$ cat src/rtl/refresh_seq.sv
module refresh_seq #(
  parameter int unsigned T_REFI = 200,
  parameter int unsigned T_RFC  = 20,
  parameter int unsigned T_RP   = 4
) (
  input  logic       clk,
  input  logic       rst_n,
  input  logic       access_busy,
  input  logic       bank_open,
  input  logic       pre_done,
  output logic       block_req,
  output logic       pre_all_cmd,
  output logic       ref_cmd,
  output logic       ref_active,
  output logic [1:0] seq_state
);
  localparam int unsigned IW   = (T_REFI > 1) ? $clog2(T_REFI) : 1;
  localparam int unsigned TMAX = (T_RFC > T_RP) ? T_RFC : T_RP;
  localparam int unsigned TW   = $clog2(TMAX + 1);

  typedef enum logic [1:0] {S_IDLE = 2'd0, S_DRAIN = 2'd1, S_PRE = 2'd2, S_RUN = 2'd3} st_t;

  st_t           st;
  logic [IW-1:0] ival;
  logic [TW-1:0] tmr;
  logic          pending, pre_sent;
  logic          due;

  assign due         = (ival == IW'(T_REFI - 1));
  assign pre_all_cmd = (st == S_PRE) && !pre_sent && bank_open;
  assign ref_cmd     = (st == S_PRE) && (pre_sent ? (tmr == '0 && pre_done) : !bank_open);
  assign block_req   = (st != S_IDLE);
  assign ref_active  = (st == S_RUN);
  assign seq_state   = st;

  always_ff @(posedge clk or negedge rst_n) begin
    if (!rst_n) ival <= '0;
    else        ival <= due ? '0 : ival + 1'b1;
  end

  always_ff @(posedge clk or negedge rst_n) begin
    if (!rst_n) pending <= 1'b0;
    else        pending <= (st == S_IDLE) ? 1'b0 : (pending | due);
  end

  always_ff @(posedge clk or negedge rst_n) begin
    if (!rst_n) begin
      st       <= S_IDLE;
      tmr      <= '0;
      pre_sent <= 1'b0;
    end else begin
      case (st)
        S_IDLE:  if (due || pending) st <= S_DRAIN;
        S_DRAIN: if (!access_busy) begin
          st       <= S_PRE;
          pre_sent <= 1'b0;
        end
        S_PRE: begin
          if (pre_all_cmd) begin
            pre_sent <= 1'b1;
            tmr      <= TW'(T_RP - 1);
          end else if (ref_cmd) begin
            st  <= S_RUN;
            tmr <= TW'(T_RFC - 1);
          end else if (pre_sent && tmr != '0) begin
            tmr <= tmr - 1'b1;
          end
        end
        S_RUN: begin
          if (tmr == '0) st <= S_IDLE;
          else           tmr <= tmr - 1'b1;
        end
        default: st <= S_IDLE;
      endcase
    end
  end
endmodule

$ cat config.mk
export PLATFORM = sky130hd
export DESIGN_NAME = refresh_seq
export DESIGN_NICKNAME = d
export VERILOG_FILES = /design/src/rtl/refresh_seq.sv
export SDC_FILE = /design/constraint.sdc
export NUM_CORES = 1
export LEC_CHECK = 0
export BUFFER_PORTS_ARGS = -buffer_cell sky130_fd_sc_hd__clkbuf_2
export CORE_UTILIZATION = 56
export CTS_CLUSTER_DIAMETER = 100
export DETAILED_ROUTE_END_ITERATION = 7
export HOLD_SLACK_MARGIN = 0.08
export PLACE_DENSITY_LB_ADDON = 0.3
export SYNTH_ARGS = -nofsm -noshare
export SYNTH_HDL_FRONTEND = slang
export SYNTH_SLANG_ARGS = --single-unit
$ cat constraint.sdc
create_clock -name clk -period 2.42 [get_ports clk]
set_input_delay 0.242 -clock clk [delete_from_list [all_inputs] [get_ports clk]]
set_output_delay 0.242 -clock clk [all_outputs]
set_load 0.01 [all_outputs]
==> impl_metrics.ini, run 1 <==
[die]
die-area_um2 = 2010
num_io_pins = 11
die_w_um = 44.9
die_y_um = 44.9
rows = 15
start_util_pct = 59.6
core_area_um2 = 1730

[sta]
finalCritPeriodShare_pct = 89.4
skew_ns = 0.00367
whs_ns = 0.282
finalHoldViolations = 0
max_freq_mhz = 462
slew_violations = 0
rsz0062_at_grt = no
tns_ns = 0
slew-limit-headroom_pct = 67.3
setup_viol = 0
fin_crit_ns = 2.16
worst_pin_slew_ns = 0.489

[grt]
grt_use_met2_pct = 32.9
antenna_found_initial = 0
grt_pass1_vias = 710
grt_start_max_net_pins = 18
busiest_layer = met2
grt_first_pass_wirelength_um = 3090
grt_usage_pct = 21.6
grt_overflow = 0
grt_util_met3_pct = 4.80
use_met1_pct = 29.1

[critical_path]
max_stage_delay_ns = 0.49
critPathSlowestCell = or4b_4
critPathLaunchType = register
crit_required_ns = 2.18
crit_type = reg -> out
path_max_fanout = 5
cp-end-kind = primary output
cp.arrival_ns = 1.92
path_cells = inv_1 -> ha_1 -> or4b_4 -> o22ai_2 -> and2_1 -> clkbuf_2

[cts]
clkSinkCount = 17
cts-resized-gates = 0
h-tree-depth = 1
cts_tree = yes
clk_pin_slew_ns = 0.10
clock-root-buffer = clkbuf_4
cts_buffer_depth = 2
cts_made_buffers = 3
clkLatencyLatePin_ns = 0.29

[worst_hold_path]
hold_path_class = in -> reg

[power]
p_per_area_nw_per_um2 = 393
leakage_nw = 0.501
p_total_mw = 0.447
ir_worst_vdd_mv = 0.397

[cells_and_area]
seqCellArea_um2 = 425
final_nets = 134
finish.utilization_pct = 65.9
multiInputGateArea_um2 = 563
area_growth_pct = 10.4
diodes = 0
n_fill_cell = 139
layout-drive-gt1-share_pct = 18.2

[synth]
netlist_area_um2 = 1030
ys.flop_type = dfrtp_1
yosysTopAreaCell = dfrtp_1
synth-seq-area-share_pct = 41.3
ys_ff_latch = 17
synth-warning-count = 0
yosysMostFrequentCell = dfrtp_1
synth_top_cells_by_area = dfrtp_1, ha_1, nand2_1
synthTopCellsByCount = dfrtp_1, nand2_1, nor2_1
synth_top_area_share_pct = 41.3
async_reset_ff_share_pct = 100
synth_enable_flop_cells = 0
avgSynthCellArea_um2 = 9.62
postSynthCellCount = 107
synth_cell_types = 39
synth_fp_nets = 119

[status]
status = finished, final reports clean

[route]
routed_wl_um = 1800
via_per_inst = 5.58
dr.first_iter.drc_count = 24
wire_per_inst_um = 12.4
drtAntennaViolNets = 0
drc = 0
dr.pass1.iters = 4
vias = 814

[flow_run]
cap_violations = 0

[place]
gp_congestion = 0.842
dp_hpwl_um = 1330
portBuffers = 10
## final timing paths
path | startpoint | to | slack (ns) | cells after the start
worst max-delay path | tmr[0] | ref_cmd | 0.26 | 6
worst min-delay path | bank_open | pre_sent | 0.28 | 3
worst max register to register | tmr[0] | seq_state[1] | 0.40 | 6
worst min register to register | ival[0] | ival[0] | 0.49 | 1
max in group asynchronous | rst_n | pending | 1.73 | 2
min in group asynchronous | rst_n | tmr[2] | 0.40 | 2
## cell type report
type,instances,share of cell area (%)
well taps,25,2.75
repair buffers,11,5.28
clock buffers,3,1.98
clock inverters,1,0.440
inverters,8,2.64
multi-input cells,81,49.5
flip-flops and latches,17,37.4
## cell usage in the layout (no fill, tap or decap), drive strengths merged, types with 3 or more instances in the layout
cell / instances
a21oi: 7
clkbuf: 13
nand3: 4
inv: 8
o21ai: 8
nand2: 10
nor2: 9
ha: 7
nor2b: 4
xnor2: 3
dfrtp: 17
## repair_timing
item	CTS	global route
buffers inserted	0	0
hold buffers	1	0
endpoints found under the hold margin	17	0
endpoints found under the setup margin	0	0
## where the power goes
group          switching (mW)  internal (mW)  total, mW  leakage [nW]
registers      0.000000000289          0.284      0.284         0.207
clock network          0.0886         0.0615      0.150        0.0177
logic                 0.00875        0.00458     0.0133         0.276
## logic make-up after synthesis
logic type      share of synthesized area, %
flops                                   41.3
xor+xnor                                4.25
mux                                     2.19
fa+ha+maj                               8.51
buf+inv                                 4.01
simple gates                            23.5
compound gates                          16.3
## registers in the layout, summed over array words and instances, names as in the netlist
signal and count:
ival 8, tmr 5, seq_state 2, pending 1, pre_sent 1
## critical path: cells and delay by family (launching register included)
| family | cells | cell delay (ns) |
|---|---|---|
| AO/OA/AOI/OAI | 1 | 0.15 |
| AND/OR/NAND/NOR | 2 | 0.63 |
| flip-flops | 1 | 0.39 |
| adder cells (fa/ha/maj) | 1 | 0.23 |
| buffers and inverters | 2 | 0.23 |
## metrics by stage
step	instances	area (µm²)	setup WS (ns)
after floorplan	107	1030	0.575
after global placement	141	1100	0.527
after detailed placement	141	1100	0.428
after CTS	146	1140	0.249
after global routing	146	1140	0.141
final	146	1140	0.257
## layer usage
layer | vias to the layer above | wire length (µm)
li1 | 407 | -
met1 | 383 | 886
met2 | 20 | 823
met3 | 4 | 61
met4 | 0 | 33
met5 | - | 0
(Power assumes the default switching activity.)
==> run 2: changes to the inputs <==
--- a/config.mk
+++ b/config.mk
@@ -6,7 +6,7 @@
 export NUM_CORES = 1
 export LEC_CHECK = 0
 export BUFFER_PORTS_ARGS = -buffer_cell sky130_fd_sc_hd__clkbuf_2
-export CORE_UTILIZATION = 56
+export CORE_UTILIZATION = 61
 export CTS_CLUSTER_DIAMETER = 100
 export DETAILED_ROUTE_END_ITERATION = 7
 export HOLD_SLACK_MARGIN = 0.08
==> constraint.sdc (replaced) <==
create_clock -name clk -period 2.7 [get_ports clk]
set_input_delay 0.27 -clock clk [delete_from_list [all_inputs] [get_ports clk]]
set_output_delay 0.27 -clock clk [all_outputs]
set_load 0.01 [all_outputs]
==> run 2 against run 1 <==
Highest routed layer unchanged. Critical endpoint unchanged. Combinational power decreased by 11%. First-iteration DRC count down 42%. Clock power down 11%. Total power down 11%. Sequential power is 11% lower. Routed wire length decreased by 1.8%.
==> impl_metrics.ini, run 2 (synthesis results as in run 1) <==
[die]
start_util_pct = 66.8
num_io_pins = 11
die_w_um = 43.1
rows = 14
core_area_um2 = 1540
die_y_um = 43.1
die-area_um2 = 1860

[sta]
slew-limit-headroom_pct = 69.1
rsz0062_at_grt = no
setup_viol = 0
slew_violations = 0
skew_ns = 0.00541
finalCritPeriodShare_pct = 79.4
fin_crit_ns = 2.14
finalHoldViolations = 0
fin_ws_ns = 0.557
worst_pin_slew_ns = 0.462
tns_ns = 0
max_freq_mhz = 467

[grt]
grt_overflow = 0
antenna_found_initial = 0
grt_first_pass_wirelength_um = 3110
grt_usage_pct = 22.2
grt_pass1_vias = 775
grt_start_max_net_pins = 18

[cts]
clock-root-buffer = clkbuf_4
cts-resized-gates = 0
cts_buffer_depth = 2
clkSinkCount = 17
h-tree-depth = 1
cts_made_buffers = 3
clk_pin_slew_ns = 0.10
cts_tree = yes
clkLatencyLatePin_ns = 0.28

[critical_path]
critPathLaunchType = register
regToRegSetupSlack_ns = 0.74
path_max_fanout = 5
ff2ff_path_depth = 6
cp-end-kind = primary output
cp.arrival_ns = 1.87
crit_type = reg -> out
crit_required_ns = 2.43

[route]
dr.first_iter.drc_count = 14
routed_wl_um = 1770
wire_per_inst_um = 12.9
vias = 821
drc = 0
drtAntennaViolNets = 0
via_per_inst = 5.99
dr.pass1.iters = 4

[cells_and_area]
layout-drive-gt1-share_pct = 17.4
largest_reg_flops = 8
final_nets = 134
regMostFlops = ival
final_common_cell = dfrtp_1
area_growth_pct = 9.23
layout.cells.most_common_list = dfrtp_1, nand2_1, clkbuf_2, nor2_1, inv_1
diodes = 0

[status]
status = finished, final reports clean

[power]
p_total_mw = 0.399
leakage_nw = 0.499
ir_worst_vdd_mv = 0.307
p_per_area_nw_per_um2 = 355

[worst_hold_path]
hold_path_class = in -> reg
min_path_cells = 3

[flow_run]
cap_violations = 0

[place]
dp_hpwl_um = 1350
portBuffers = 10
gp_congestion = 0.898
pre_cts_ws_ns = 0.752
run 2: cell types whose count changed in the layout (fill, tap and decap cells not counted), sizes merged:
cell and change:
clkbuf +1, clkinv -1
run 2: path summary, 6_finish.rpt:
kind,start,end
max,tmr[0],ref_cmd
min,bank_open,pre_sent
max reg2reg,tmr[0],seq_state[1]
min reg2reg,ival[0],ival[0]
max in group asynchronous,rst_n,ival[7]
min in group asynchronous,rst_n,pre_sent
run 2: final cells by class:
class / count / area (µm²)
Inverter: 8 / 30.0
Tap cell: 16 / 20.0
Sequential cell: 17 / 425
Fill cell: 122 / 417
Timing Repair Buffer: 11 / 60.1
Clock buffer: 4 / 26.3
Multi-Input combinational cell: 81 / 563
run 2: worst max-delay path: stages, from the launching register on:
cell,delay [ns]
dfrtp_1,0.39
inv_1,0.10
ha_1,0.22
or4b_4,0.49
o22ai_2,0.14
and2_1,0.14
clkbuf_2,0.12
run 2: where the power goes:
part	internal, mW	switching [mW]
clock network	0.0573	0.0755
logic	0.00411	0.00770
registers	0.254	0.000000000253
total	0.316	0.0832
run 2: timing repair:
action                    CTS  global route
hold endpoints to repair   17             0
buffers inserted            0             0
hold buffers                1             0
run 2: per-layer routing:
layer  share of wire (%)  track usage, %  vias up
met5                   0               0        -
met4                0.51            12.1        0
met3                 2.0            2.98        2
met2                  51            37.6        9
met1                  46            26.7      399
li1                    -               -      411
run 2: metrics by stage:
stage / util (%) / hold WS (ns) / area, µm² / cells
global placement: 70.6 / 0.222 / 1090 / 132
floorplan: - / -0.0256 / 1030 / 107
finish: 73.0 / 0.300 / 1120 / 137
detailed placement: 70.6 / 0.220 / 1090 / 132
global route: 73.0 / 0.367 / 1120 / 137
CTS: 73.0 / 0.288 / 1120 / 137
